==> config.mk <==
export PLATFORM = sky130hd
export DESIGN_NAME = lpm_ctrl
export DESIGN_NICKNAME = d
export VERILOG_FILES = /design/src/rtl/lpm_pkg.sv /design/src/rtl/lpm_rst_sync.sv /design/src/rtl/lpm_cfg_regs.sv /design/src/rtl/lpm_mode_fsm.sv /design/src/rtl/lpm_status_flags.sv /design/src/rtl/lpm_ctrl.sv
export SDC_FILE = /design/constraint.sdc
export NUM_CORES = 1
export LEC_CHECK = 0
export BUFFER_PORTS_ARGS = -buffer_cell sky130_fd_sc_hd__buf_4
export CORE_UTILIZATION = 40
export DETAILED_ROUTE_END_ITERATION = 8
export PLACE_DENSITY = 0.66
export SYNTH_ARGS = -nofsm -noshare
export SYNTH_HDL_FRONTEND = slang
export SYNTH_SLANG_ARGS = --single-unit
==> constraint.sdc <==
create_clock -name clk_i -period 0.85 [get_ports clk_i]
set_input_delay 0 -clock clk_i [delete_from_list [all_inputs] [get_ports clk_i]]
set_output_delay 0 -clock clk_i [all_outputs]
set_load 0.1 [all_outputs]
==> src/rtl/lpm_pkg.sv <==
package lpm_pkg;

  localparam int SEL_W  = 3;
  localparam int MODE_N = 7;

  typedef enum logic [2:0] {
    LPM_RUN      = 3'd0,
    LPM_STOP0    = 3'd1,
    LPM_STOP1    = 3'd2,
    LPM_STOP2    = 3'd3,
    LPM_STOP3    = 3'd4,
    LPM_STANDBY  = 3'd5,
    LPM_SHUTDOWN = 3'd6
  } lp_mode_e;

  // Mode-select decode; retention turns the 11x shutdown codes into standby.
  function automatic lp_mode_e lpm_decode(logic [SEL_W-1:0] sel, logic keep_bkp);
    lp_mode_e m;
    if (!sel[2])      m = lp_mode_e'({1'b0, sel[1:0]} + 3'd1);
    else if (!sel[1]) m = LPM_STANDBY;
    else if (keep_bkp) m = LPM_STANDBY;
    else              m = LPM_SHUTDOWN;
    return m;
  endfunction

  function automatic logic lpm_is_stop(lp_mode_e m);
    return (m == LPM_STOP0) || (m == LPM_STOP1) || (m == LPM_STOP2) || (m == LPM_STOP3);
  endfunction

endpackage

==> src/rtl/lpm_rst_sync.sv <==
module lpm_rst_sync #(
  parameter int STAGES = 2
) (
  input  logic clk_i,
  input  logic arst_ni,
  output logic rst_no
);

  logic [STAGES-1:0] chain_q;
  logic [STAGES-1:0] chain_d;

  generate
    if (STAGES == 1) begin : g_one
      assign chain_d = 1'b1;
    end else begin : g_many
      assign chain_d = {chain_q[STAGES-2:0], 1'b1};
    end
  endgenerate

  always_ff @(posedge clk_i or negedge arst_ni) begin
    if (!arst_ni) chain_q <= '0;
    else          chain_q <= chain_d;
  end

  assign rst_no = chain_q[STAGES-1];

endmodule

==> src/rtl/lpm_cfg_regs.sv <==
module lpm_cfg_regs import lpm_pkg::*; #(
  parameter int ADDR_W = 2,
  parameter int DATA_W = 8
) (
  input  logic              clk_i,
  input  logic              rst_ni,
  input  logic              wr_i,
  input  logic [ADDR_W-1:0] addr_i,
  input  logic [DATA_W-1:0] wdata_i,
  input  logic              stop_flag_i,
  input  logic              sby_flag_i,
  output logic [DATA_W-1:0] rdata_o,
  output logic [SEL_W-1:0]  mode_sel_o,
  output logic              keep_bkp_o,
  output logic              clr_o
);

  localparam logic [ADDR_W-1:0] A_MODE = ADDR_W'(0);
  localparam logic [ADDR_W-1:0] A_BKP  = ADDR_W'(1);
  localparam logic [ADDR_W-1:0] A_SUP  = ADDR_W'(2);
  localparam logic [ADDR_W-1:0] A_STAT = ADDR_W'(3);

  logic [SEL_W-1:0] sel_q, sel_d;
  logic             keep_q, keep_d;
  logic             sw_q, sw_d;
  logic             sel_en, keep_req, keep_en, sw_en;

  always_comb begin
    sel_en   = wr_i && (addr_i == A_MODE);
    keep_req = wr_i && (addr_i == A_BKP);
    keep_en  = keep_req && !sw_q;
    sw_en    = wr_i && (addr_i == A_SUP);
    sel_d    = wdata_i[SEL_W-1:0];
    keep_d   = wdata_i[0];
    sw_d     = wdata_i[0];
    clr_o    = wr_i && (addr_i == A_STAT) && wdata_i[0];
  end

  always_ff @(posedge clk_i or negedge rst_ni) begin
    if (!rst_ni) begin
      sel_q  <= '0;
      keep_q <= 1'b0;
      sw_q   <= 1'b0;
    end else begin
      if (sel_en)  sel_q  <= sel_d;
      if (keep_en) keep_q <= keep_d;
      if (sw_en)   sw_q   <= sw_d;
    end
  end

  always_comb begin
    rdata_o = '0;
    case (addr_i)
      A_MODE:  rdata_o[SEL_W-1:0] = sel_q;
      A_BKP:   rdata_o[0] = keep_q;
      A_SUP:   rdata_o[0] = sw_q;
      default: rdata_o[2:1] = {sby_flag_i, stop_flag_i};
    endcase
  end

  assign mode_sel_o = sel_q;
  assign keep_bkp_o = keep_q;

  // retention is locked while the switching regulator is selected
  a_r11_keep_locked : assert property (@(posedge clk_i) disable iff (!rst_ni)
    (keep_req && sw_q) |=> $stable(keep_q));

endmodule

==> src/rtl/lpm_mode_fsm.sv <==
module lpm_mode_fsm import lpm_pkg::*; (
  input  logic             clk_i,
  input  logic             rst_ni,
  input  logic             sleep_req_i,
  input  logic             wake_evt_i,
  input  logic [SEL_W-1:0] mode_sel_i,
  input  logic             keep_bkp_i,
  output logic [MODE_N-1:0] mode_onehot_o,
  output logic             enter_stop_o,
  output logic             enter_sby_o
);

  lp_mode_e mode_q, mode_d, target;
  logic     sleep_q;
  logic     rise, mode_en;

  always_comb begin
    rise         = sleep_req_i && !sleep_q;
    target       = lpm_decode(mode_sel_i, keep_bkp_i);
    mode_d       = mode_q;
    mode_en      = 1'b0;
    enter_stop_o = 1'b0;
    enter_sby_o  = 1'b0;
    if (mode_q == LPM_RUN) begin
      if (rise) begin
        mode_en      = 1'b1;
        mode_d       = target;
        enter_stop_o = lpm_is_stop(target);
        enter_sby_o  = (target == LPM_STANDBY);
      end
    end else if (wake_evt_i) begin
      mode_en = 1'b1;
      mode_d  = LPM_RUN;
    end
  end

  always_ff @(posedge clk_i or negedge rst_ni) begin
    if (!rst_ni) begin
      mode_q  <= LPM_RUN;
      sleep_q <= 1'b0;
    end else begin
      sleep_q <= sleep_req_i;
      if (mode_en) mode_q <= mode_d;
    end
  end

  generate
    for (genvar i = 0; i < MODE_N; i++) begin : g_hot
      assign mode_onehot_o[i] = (mode_q == lp_mode_e'(i));
    end
  endgenerate

  // wakeup returns to run
  a_r7_wake_to_run : assert property (@(posedge clk_i) disable iff (!rst_ni)
    (mode_q != LPM_RUN && wake_evt_i) |=> (mode_q == LPM_RUN));
  // without wakeup a low-power state is held
  a_r6_hold_lowpower : assert property (@(posedge clk_i) disable iff (!rst_ni)
    (mode_q != LPM_RUN && !wake_evt_i) |=> $stable(mode_q));

endmodule

==> src/rtl/lpm_status_flags.sv <==
module lpm_status_flags (
  input  logic clk_i,
  input  logic sys_rst_ni,
  input  logic por_rst_ni,
  input  logic enter_stop_i,
  input  logic enter_sby_i,
  input  logic clr_i,
  output logic stop_flag_o,
  output logic sby_flag_o
);

  logic stop_q, stop_d, stop_en;
  logic sby_q, sby_d, sby_en;
  logic sby_set, sby_clr;

  always_comb begin
    stop_en = enter_stop_i || clr_i;
    stop_d  = enter_stop_i;
    sby_set = enter_sby_i && sys_rst_ni;
    sby_clr = clr_i && sys_rst_ni;
    sby_en  = sby_set || sby_clr;
    sby_d   = sby_set;
  end

  always_ff @(posedge clk_i or negedge sys_rst_ni) begin
    if (!sys_rst_ni)  stop_q <= 1'b0;
    else if (stop_en) stop_q <= stop_d;
  end

  always_ff @(posedge clk_i or negedge por_rst_ni) begin
    if (!por_rst_ni) sby_q <= 1'b0;
    else if (sby_en) sby_q <= sby_d;
  end

  assign stop_flag_o = stop_q;
  assign sby_flag_o  = sby_q;

  // a stop entry raises the stop flag
  a_r8_stop_sets : assert property (@(posedge clk_i) disable iff (!sys_rst_ni)
    enter_stop_i |=> stop_q);
  // clear without a simultaneous set drops the stop flag
  a_r9_clear_stop : assert property (@(posedge clk_i) disable iff (!sys_rst_ni)
    (clr_i && !enter_stop_i) |=> !stop_q);
  // standby flag holds while system reset is asserted
  a_r10_sby_kept : assert property (@(posedge clk_i) disable iff (!por_rst_ni)
    !sys_rst_ni |=> $stable(sby_q));

endmodule

==> src/rtl/lpm_ctrl.sv <==
module lpm_ctrl import lpm_pkg::*; #(
  parameter int ADDR_W      = 2,
  parameter int DATA_W      = 8,
  parameter int SYNC_STAGES = 2
) (
  input  logic              clk_i,
  input  logic              por_ni,
  input  logic              sys_rst_ni,
  input  logic              sleep_req_i,
  input  logic              wake_evt_i,
  input  logic              reg_wr_i,
  input  logic [ADDR_W-1:0] reg_addr_i,
  input  logic [DATA_W-1:0] reg_wdata_i,
  output logic [DATA_W-1:0] reg_rdata_o,
  output logic [MODE_N-1:0] mode_onehot_o,
  output logic              stop_flag_o,
  output logic              sby_flag_o
);

  logic             sys_arst_n;
  logic             por_rst_n, sys_rst_n;
  logic [SEL_W-1:0] mode_sel;
  logic             keep_bkp, clr;
  logic             enter_stop, enter_sby;

  assign sys_arst_n = por_ni & sys_rst_ni;

  lpm_rst_sync #(.STAGES(SYNC_STAGES)) u_por_sync (
    .clk_i(clk_i), .arst_ni(por_ni), .rst_no(por_rst_n));

  lpm_rst_sync #(.STAGES(SYNC_STAGES)) u_sys_sync (
    .clk_i(clk_i), .arst_ni(sys_arst_n), .rst_no(sys_rst_n));

  lpm_cfg_regs #(.ADDR_W(ADDR_W), .DATA_W(DATA_W)) u_regs (
    .clk_i      (clk_i),
    .rst_ni     (sys_rst_n),
    .wr_i       (reg_wr_i),
    .addr_i     (reg_addr_i),
    .wdata_i    (reg_wdata_i),
    .stop_flag_i(stop_flag_o),
    .sby_flag_i (sby_flag_o),
    .rdata_o    (reg_rdata_o),
    .mode_sel_o (mode_sel),
    .keep_bkp_o (keep_bkp),
    .clr_o      (clr)
  );

  lpm_mode_fsm u_fsm (
    .clk_i        (clk_i),
    .rst_ni       (sys_rst_n),
    .sleep_req_i  (sleep_req_i),
    .wake_evt_i   (wake_evt_i),
    .mode_sel_i   (mode_sel),
    .keep_bkp_i   (keep_bkp),
    .mode_onehot_o(mode_onehot_o),
    .enter_stop_o (enter_stop),
    .enter_sby_o  (enter_sby)
  );

  lpm_status_flags u_flags (
    .clk_i       (clk_i),
    .sys_rst_ni  (sys_rst_n),
    .por_rst_ni  (por_rst_n),
    .enter_stop_i(enter_stop),
    .enter_sby_i (enter_sby),
    .clr_i       (clr),
    .stop_flag_o (stop_flag_o),
    .sby_flag_o  (sby_flag_o)
  );

  // exactly one mode bit active
  a_r5_onehot : assert property (@(posedge clk_i) disable iff (!sys_rst_n)
    $countones(mode_onehot_o) == 1);

endmodule

Yosys cells after proc, flatten, opt, wreduce, memory -nomap -nowiden
Index checks and enable logic that the tools add are counted.

Register bits: 15. Output and inout bits: 17. Input port bits: 16. Word-level logic and storage cells: 62.

Reduce and logical (&&, ||, !) cells: 21. Equal/unequal tests: 15. Multiplexer cells: 15. $add $sub $neg: 1. Bitwise gates (word level): 1.

Operators with widths (number): $eq A3 B3 Y1 const B (5); $mux W3 (5); $eq A3 B2 Y1 const B (4); $logic_and A1 B1 Y1 (9); $mux W1 (7); $eq A3 B1 Y1 const B (2); $logic_or A1 B1 Y1 (5); $eq A2 B2 Y1 const B (2); $pmux W2 S2 (1); $add A2 B1 Y3 const B (1); $logic_not A3 Y1 (1); $pmux W1 S3 (1); $reduce_and A3 Y1 (1); $eq A2 B1 Y1 const B (1); $logic_not A1 Y1 (2); $logic_not A2 Y1 (1); $mux W2 (1); $ne A2 B1 Y1 const B (1); $reduce_bool A2 Y1 (1); $reduce_or A2 Y1 (1); $and A1 B1 Y1 (1).

Depth between registers and ports, before layout
Gate-level depths: netlist of run 1.

Depth in word-level cells: 10. Gate-level depth with buffers: 4. Gate-level depth less buffers: 4.

By module
Synthesis of run 1 repeated with hierarchy kept, for this count alone.

Cell total of the unflattened synthesis: 71. Area, all modules: 795.8 um2.

Modules (own cells, without submodules): lpm_cfg_regs (instances 1, seq. area each 125.1 um2, cells an instance 27, area each 320.3 um2); lpm_mode_fsm (instances 1, seq. area each 100.1 um2, cells an instance 31, area each 287.8 um2); lpm_rst_sync (instances 2, seq. area each 50.0 um2, cells an instance 3, area each 53.8 um2); lpm_status_flags (instances 1, seq. area each 50.0 um2, cells an instance 6, area each 73.8 um2); lpm_ctrl (instances 1, seq. area each 0.0 um2, cells an instance 1, area each 6.3 um2).

Least setup slack after synthesis of run 1
Ideal clock, no wire load.

Path kind: flip-flop to output port. From: reg u_regs.sel_q[0] (netlist: u_regs.mode_sel_o[0]). To: out reg_rdata_o[0]. Stages on the path, launching flop included: 3. Path buffers: 0. Required time: 0.850 ns. Arrival: 2.612 ns. Slack: -1.762 ns. Cell sequence: dfrtp_1 > mux2i_1 > o21ai_0.

Word-level cells in the longest chain between the ends: 1.

RTL lines: start, declared (line lpm_cfg_regs.sv:23) `logic [SEL_W-1:0] sel_q, sel_d;`; start signal, assigned (line lpm_cfg_regs.sv:45) `if (sel_en) sel_q <= sel_d;`; $pmux W1 S3 (line lpm_cfg_regs.sv:53) `case (addr_i)`; end, declared (line lpm_ctrl.sv:14) `output logic [DATA_W-1:0] reg_rdata_o,`.

No other way between the ends.

Final worst setup path of run 1
From: reg u_fsm.mode_q[1]. To: out mode_onehot_o[3].

Word-level cells in the longest chain between the ends: 1.

RTL lines: start, declared (line lpm_mode_fsm.sv:13) `lp_mode_e mode_q, mode_d, target;`; start signal, assigned (line lpm_mode_fsm.sv:43) `if (mode_en) mode_q <= mode_d;`; $eq A3 B2 Y1 (line lpm_mode_fsm.sv:49) `assign mode_onehot_o[i] = (mode_q == lp_mode_e'(i));`; end, declared (line lpm_ctrl.sv:15) `output logic [MODE_N-1:0] mode_onehot_o,`.

No other way between the ends.

==> results of run 1 <==
-- power by group --
group | internal, mW | switching (mW)
clock network | 0.175 | 0.252
registers | 0.865 | 0.183
logic | 1.41 | 1.96
-- state kept, by name, summed over array words and instances, names as in the netlist --
| register | flops |
|---|---|
| u_regs.sw_q | 1 |
| u_flags.stop_flag_o | 1 |
| u_por_sync.chain_q | 2 |
| u_regs.mode_sel_o | 3 |
| u_flags.sby_flag_o | 1 |
| u_fsm.mode_q | 3 |
| u_fsm.sleep_q | 1 |
| u_regs.keep_bkp_o | 1 |
| u_sys_sync.chain_q | 2 |
-- stage by stage --
step | cells | util [%] | cell area, µm² | worst slack, ns
2_1_floorplan | 75 | - | 888.4 | -0.9692
3_3_place_gp | 131 | 64.63 | 1152 | -0.4728
3_5_place_dp | 131 | 64.63 | 1152 | -0.5147
4_1_cts | 146 | 85.26 | 1520 | -0.4689
5_1_grt | 151 | 89.47 | 1595 | -0.5740
6_report | 151 | 89.47 | 1595 | -0.5243
-- worst max-delay path, cell delays in order, from the launching register on --
cell and delay [ns]:
dfrtp_2 0.43, inv_1 0.18, nor3_4 0.26, buf_12 0.20
-- final cells by class --
cell class	instances	area share [%]
clock inverters	1	0.3137
repair buffers	52	38.35
multi-input cells	50	32.71
flip-flops and latches	15	23.76
clock buffers	3	1.412
inverters	5	1.490
well taps	25	1.961
-- worst max path at each step --
stage	start	endpoint	slack (ns)
after detailed placement	u_regs.mode_sel_o[0]$_DFFE_PN0P_	u_flags.stop_flag_o$_DFFE_PN0P_	-0.51
after CTS	u_fsm.mode_q[1]$_DFFE_PN0P_	mode_onehot_o[6]	-0.47
after floorplan	u_fsm.mode_q[0]$_DFFE_PN0P_	u_flags.sby_flag_o$_DFFE_PN0P_	-0.97
after global routing	u_fsm.mode_q[1]$_DFFE_PN0P_	mode_onehot_o[3]	-0.57
after global placement	u_regs.mode_sel_o[0]$_DFFE_PN0P_	u_flags.stop_flag_o$_DFFE_PN0P_	-0.47
final	u_fsm.mode_q[1]$_DFFE_PN0P_	mode_onehot_o[3]	-0.52
-- cells in the final DEF (no fill, tap or decap), types with 4 or more instances in the layout --
cell type / Yosys / final
dfrtp_1: 15 / 12
buf_6: 0 / 11
buf_12: 0 / 13
conb_1: 2 / 7
inv_1: 5 / 4
nor3_4: 1 / 7
dlygate4sd3_1: 0 / 7
mux2_4: 0 / 5
buf_4: 5 / 21
-- cell families after synthesis --
group	Yosys count	share of synthesized area, %
AO/OA/AOI/OAI	13	12.70
adder cells (fa/ha/maj)	1	1.587
buffers and inverters	10	7.144
flip-flops	15	47.62
multiplexers	6	8.412
other	2	0.9527
AND/OR/NAND/NOR	23	21.59
-- timing repair --
item                                    in CTS  in global routing
pin swaps                                   13                  5
hold buffers                                 7                  0
setup buffers                                4                  6
gates resized for setup                     56                  6
endpoints found under the hold margin       13                  0
endpoints found under the setup margin      21                 22
-- metal layers --
metal | global-route usage [%] | up-vias
li1 | - | 361
met3 | 5.490 | 14
met2 | 51.39 | 48
met5 | 0 | -
met4 | 13.53 | 0
met1 | 26.42 | 395
==> results.json, run 1 <==
{
  "grt.total_usage_pct": 26.86,
  "grt_setup_unrepaired": "yes",
  "ys_async_sr_fraction_pct": 100.0,
  "synth.top_cells.by_count": "dfrtp_1 (15), nor3_1 (6), buf_4 (5), inv_1 (5), mux2_2 (5)",
  "syn-mean-instance-area_um2": 11.26,
  "worst_setup_path_start_kind": "register",
  "worst-endpoint-arrival_ns": 1.37,
  "min_clock_period_post_route_ns": 1.374,
  "post_synth_inst_count": 70,
  "powerDensity_nw_per_um2": 3035,
  "globalRouteOverflowTotal": 0,
  "finalHoldViolCount": 0,
  "critical_path.reg2reg.endpoint": "u_flags.stop_flag_o$_DFFE_PN0P_",
  "core_area_um2": 1783,
  "clock_buffer_count_from_cts": 3,
  "ioPinCount": 33,
  "violations_in_the_final_reports": "setup timing",
  "clk_pin_slew_worst_paths_ns": 0.09,
  "nNetsFinal": 144,
  "synth_most_common_cell": "dfrtp_1",
  "place.gp.congestion": 0.7925,
  "clock.fmax_mhz": 727.6,
  "dr_total_vias": 818,
  "first_pass_iters": 4,
  "grt_pass1_wl_mm": 3.857,
  "synth_enable_flop_cells": 0,
  "synthesis.yosys.warnings": 0,
  "placement.io_buffers": 22,
  "final-setup-viol-count": 22,
  "clock-sinks": 15,
  "antenna_found_initial": 0,
  "clkLatencyLatePin_ns": 0.30,
  "cts.path.max_buffers": 2,
  "m1WireLength_mm": 1.046,
  "first_iteration_detailed_routing_drc_count": 13,
  "timing.final.ws_setup_ns": -0.5243,
  "r2r_cells": 4,
  "maxCapViolCount": 0,
  "yosys.cell_types.count": 27,
  "dieHeight_um": 46.39,
  "final-max-slew-violation-count": 0,
  "die_w_um": 46.39,
  "synth_top_cells_by_area": "dfrtp_1 (48%), mux2_2 (7.1%), buf_4 (4.8%), nor3_1 (3.8%), o31ai_2 (3.2%)",
  "met3RoutedLength_um": 136,
  "antenna_violating_nets_post_route": 0,
  "start_of_the_worst_register_to_register_path": "u_regs.mode_sel_o[1]$_DFFE_PN0P_",
  "critPathRequiredTime_ns": 0.85,
  "cts_root_buffer": "clkbuf_4",
  "diodes": 0,
  "drcViolationCount": 0,
  "via_per_inst": 5.417,
  "yosysTopAreaCell": "dfrtp_1",
  "synth.ff_latch_count": 15,
  "hold_slack_ns": 0.01106,
  "wire_per_inst_um": 18.66,
  "seq_area_frac_synth_pct": 47.62,
  "top_area_cell_type_share_of_the_netlist_area_pct": 47.62,
  "hold_path.class": "reg2async",
  "wirelength_mm": 2.817,
  "fill_cells": 67,
  "clock_tree.htree_level_count": 1,
  "power_leakage_nw": 0.7277,
  "combined_area_of_the_multi_input_logic_cells_um2": 521.8,
  "floorplan.rows": 15,
  "worst-path-max-fanout": 4,
  "status": "finished, violations left",
  "place_hpwl_mm": 1.343,
  "fraction_of_final_layout_cells_sized_beyond_drive_strength_1_pct": 63.49,
  "design.die.area_um2": 2152,
  "total_power_mw": 4.841,
  "met2RoutedLength_mm": 1.533,
  "flow.area_growth_from_synthesis_pct": 102.4,
  "grt_start_max_net_pins": 11,
  "initial_utilization_pct": 44.21,
  "final.setup.tns_ns": -7.988,
  "regArea_um2": 379.1,
  "layout_worst_path_cycle_share_pct": 161.7,
  "first_global_vias": 838,
  "reg2reg_slack_ns": -0.52,
  "cp-end-kind": "primary output",
  "clock_tree_from_tritoncts": "built",
  "finClkSkew_ns": 0.008163,
  "post_synth_instance_area_um2": 788.3,
  "synth_ff_type": "dfrtp_1",
  "timing.setup.critical_path_class": "reg2out",
  "ir_worst_vdd_v": 0.002332,
  "uppermost_routed_layer": "met4"
}
No activity file was read; power rests on OpenSTA's default activity.
==> inputs of run 2 (changes only) <==
==> constraint.sdc (replaced) <==
create_clock -name clk_i -period 0.85 [get_ports clk_i]
set_input_delay 0.0425 -clock clk_i [delete_from_list [all_inputs] [get_ports clk_i]]
set_output_delay 0.0425 -clock clk_i [all_outputs]
set_load 0.1 [all_outputs]
==> run 2 against run 1 <==
Count of clock-buffer cells in the layout unchanged. Highest routed layer unchanged. Die area unchanged. Setup slack worse by 0.053 ns. The flow still finishes with violations (setup timing). Largest cell class unchanged. Flip-flop and latch count unchanged. Non-clock buffer count down 4. Clock skew down 0.0020 ns.
==> results.json, run 2 (same netlist as run 1, synthesis figures left out) <==
{
  "layout_commonest_cell": "buf_4",
  "ir_worst_vdd_v": 0.001942,
  "grt.total_usage_pct": 26.86,
  "clock_tree.htree_level_count": 1,
  "worst-path-max-fanout": 5,
  "finClkSkew_ns": 0.006180,
  "wire_per_inst_um": 17.87,
  "final-setup-viol-count": 20,
  "worst-endpoint-arrival_ns": 1.38,
  "grt_setup_unrepaired": "yes",
  "fraction_of_final_layout_cells_sized_beyond_drive_strength_1_pct": 65.57,
  "layout_worst_path_cycle_share_pct": 167.9,
  "power_leakage_nw": 0.7075,
  "layout.cells.most_common_list": "buf_4 (22), buf_12 (12), dfrtp_1 (11)",
  "grt_pass1_wl_mm": 3.801,
  "diodes": 0,
  "clock-sinks": 15,
  "maxCapViolCount": 0,
  "wirelength_mm": 2.627,
  "design.die.area_um2": 2152,
  "powerDensity_nw_per_um2": 3094,
  "ioPinCount": 33,
  "first_iteration_detailed_routing_drc_count": 13,
  "dieHeight_um": 46.39,
  "hold_path.class": "in2reg",
  "clock.fmax_mhz": 700.7,
  "clock_buffer_count_from_cts": 3,
  "core_area_um2": 1783,
  "clock_tree_from_tritoncts": "built",
  "cp-end-kind": "primary output",
  "final-max-slew-violation-count": 0,
  "critPathRequiredTime_ns": 0.81,
  "clk_pin_slew_worst_paths_ns": 0.10,
  "nNetsFinal": 140,
  "flow.area_growth_from_synthesis_pct": 98.57,
  "grt_start_max_net_pins": 11,
  "drcViolationCount": 0,
  "floorplan.rows": 15,
  "clkLatencyLatePin_ns": 0.30,
  "final_util_pct": 87.79,
  "min_clock_period_post_route_ns": 1.427,
  "cts.path.max_buffers": 2,
  "dr_total_vias": 775,
  "finalHoldViolCount": 0,
  "worst_setup_path_start_kind": "register",
  "place.gp.congestion": 0.7601,
  "first_pass_iters": 4,
  "place_hpwl_mm": 1.259,
  "violations_in_the_final_reports": "setup timing",
  "first_global_vias": 792,
  "antenna_violating_nets_post_route": 0,
  "timing.setup.critical_path_class": "reg2out",
  "timing.final.ws_setup_ns": -0.5770,
  "cts_root_buffer": "clkbuf_4",
  "placement.io_buffers": 22,
  "total_power_mw": 4.842,
  "via_per_inst": 5.272,
  "die_w_um": 46.39,
  "initial_utilization_pct": 44.21,
  "antenna_found_initial": 0,
  "status": "finished, violations left",
  "globalRouteOverflowTotal": 0
}
==> run 2: layout make-up <==
class / count / area (µm²)
clock inverters: 1 / 5.005
flip-flops and latches: 15 / 380.4
multi-input cells: 50 / 549.3
fillers: 78 / 217.7
inverters: 5 / 21.27
clock buffers: 3 / 22.52
repair buffers: 48 / 555.5
well taps: 25 / 31.28
==> run 2: per-layer routing <==
layer,vias up,part of all wire [%],global-route usage [%]
met5,-,0,0
met3,9,3.1,4.314
met1,389,38,28.43
met2,31,56,46.39
met4,0,2.7,21.18
li1,346,-,-
==> run 2: worst max-delay path: stages (launching register included) <==
cell and delay, ns:
dfrtp_2 0.53, inv_4 0.10, nor3_4 0.25, buf_12 0.21
==> run 2: final timing paths <==
path	start	end	slack, ns	depth (start not counted)
max	u_fsm.mode_q[2]$_DFFE_PN0P_	mode_onehot_o[4]	-0.58	3
min	reg_wdata_i[0]	u_regs.keep_bkp_o$_DFFE_PN0P_	0.004	2
max reg2reg	u_regs.mode_sel_o[1]$_DFFE_PN0P_	u_flags.stop_flag_o$_DFFE_PN0P_	-0.57	4
min reg2reg	u_por_sync.chain_q[1]$_DFF_PN0_	u_flags.sby_flag_o$_DFFE_PN0P_	0.02	0
max in group asynchronous	u_sys_sync.chain_q[1]$_DFF_PN0_	u_fsm.mode_q[0]$_DFFE_PN0P_	0.46	1
min in group asynchronous	u_por_sync.chain_q[1]$_DFF_PN0_	u_flags.sby_flag_o$_DFFE_PN0P_	0.02	0
==> run 2: stage by stage <==
stage / std cells / hold WS, ns / area [µm²] / TNS [ns] / setup slack [ns]
6_report: 147 / 0.004024 / 1565 / -8.196 / -0.5770
5_1_grt: 147 / 0.01254 / 1565 / -8.946 / -0.6166
4_1_cts: 147 / 0.005278 / 1524 / -7.875 / -0.5398
3_5_place_dp: 130 / -0.1710 / 1145 / -4.152 / -0.5208
3_3_place_gp: 130 / -0.1714 / 1145 / -3.895 / -0.4722
2_1_floorplan: 75 / -0.2531 / 888.4 / -11.30 / -0.9692
==> run 2: report_power, final <==
group	total, mW	switching, mW	internal [mW]
registers	1.07	0.206	0.866
logic	3.33	1.94	1.38
clock network	0.444	0.268	0.176
==> run 2: repair_timing <==
action | CTS | global route
endpoints found under the setup margin | 20 | 21
setup buffers | 7 | 2
hold buffers | 6 | 0
endpoints found under the hold margin | 10 | 0
gates resized for setup | 55 | 9
pin swaps | 8 | 7
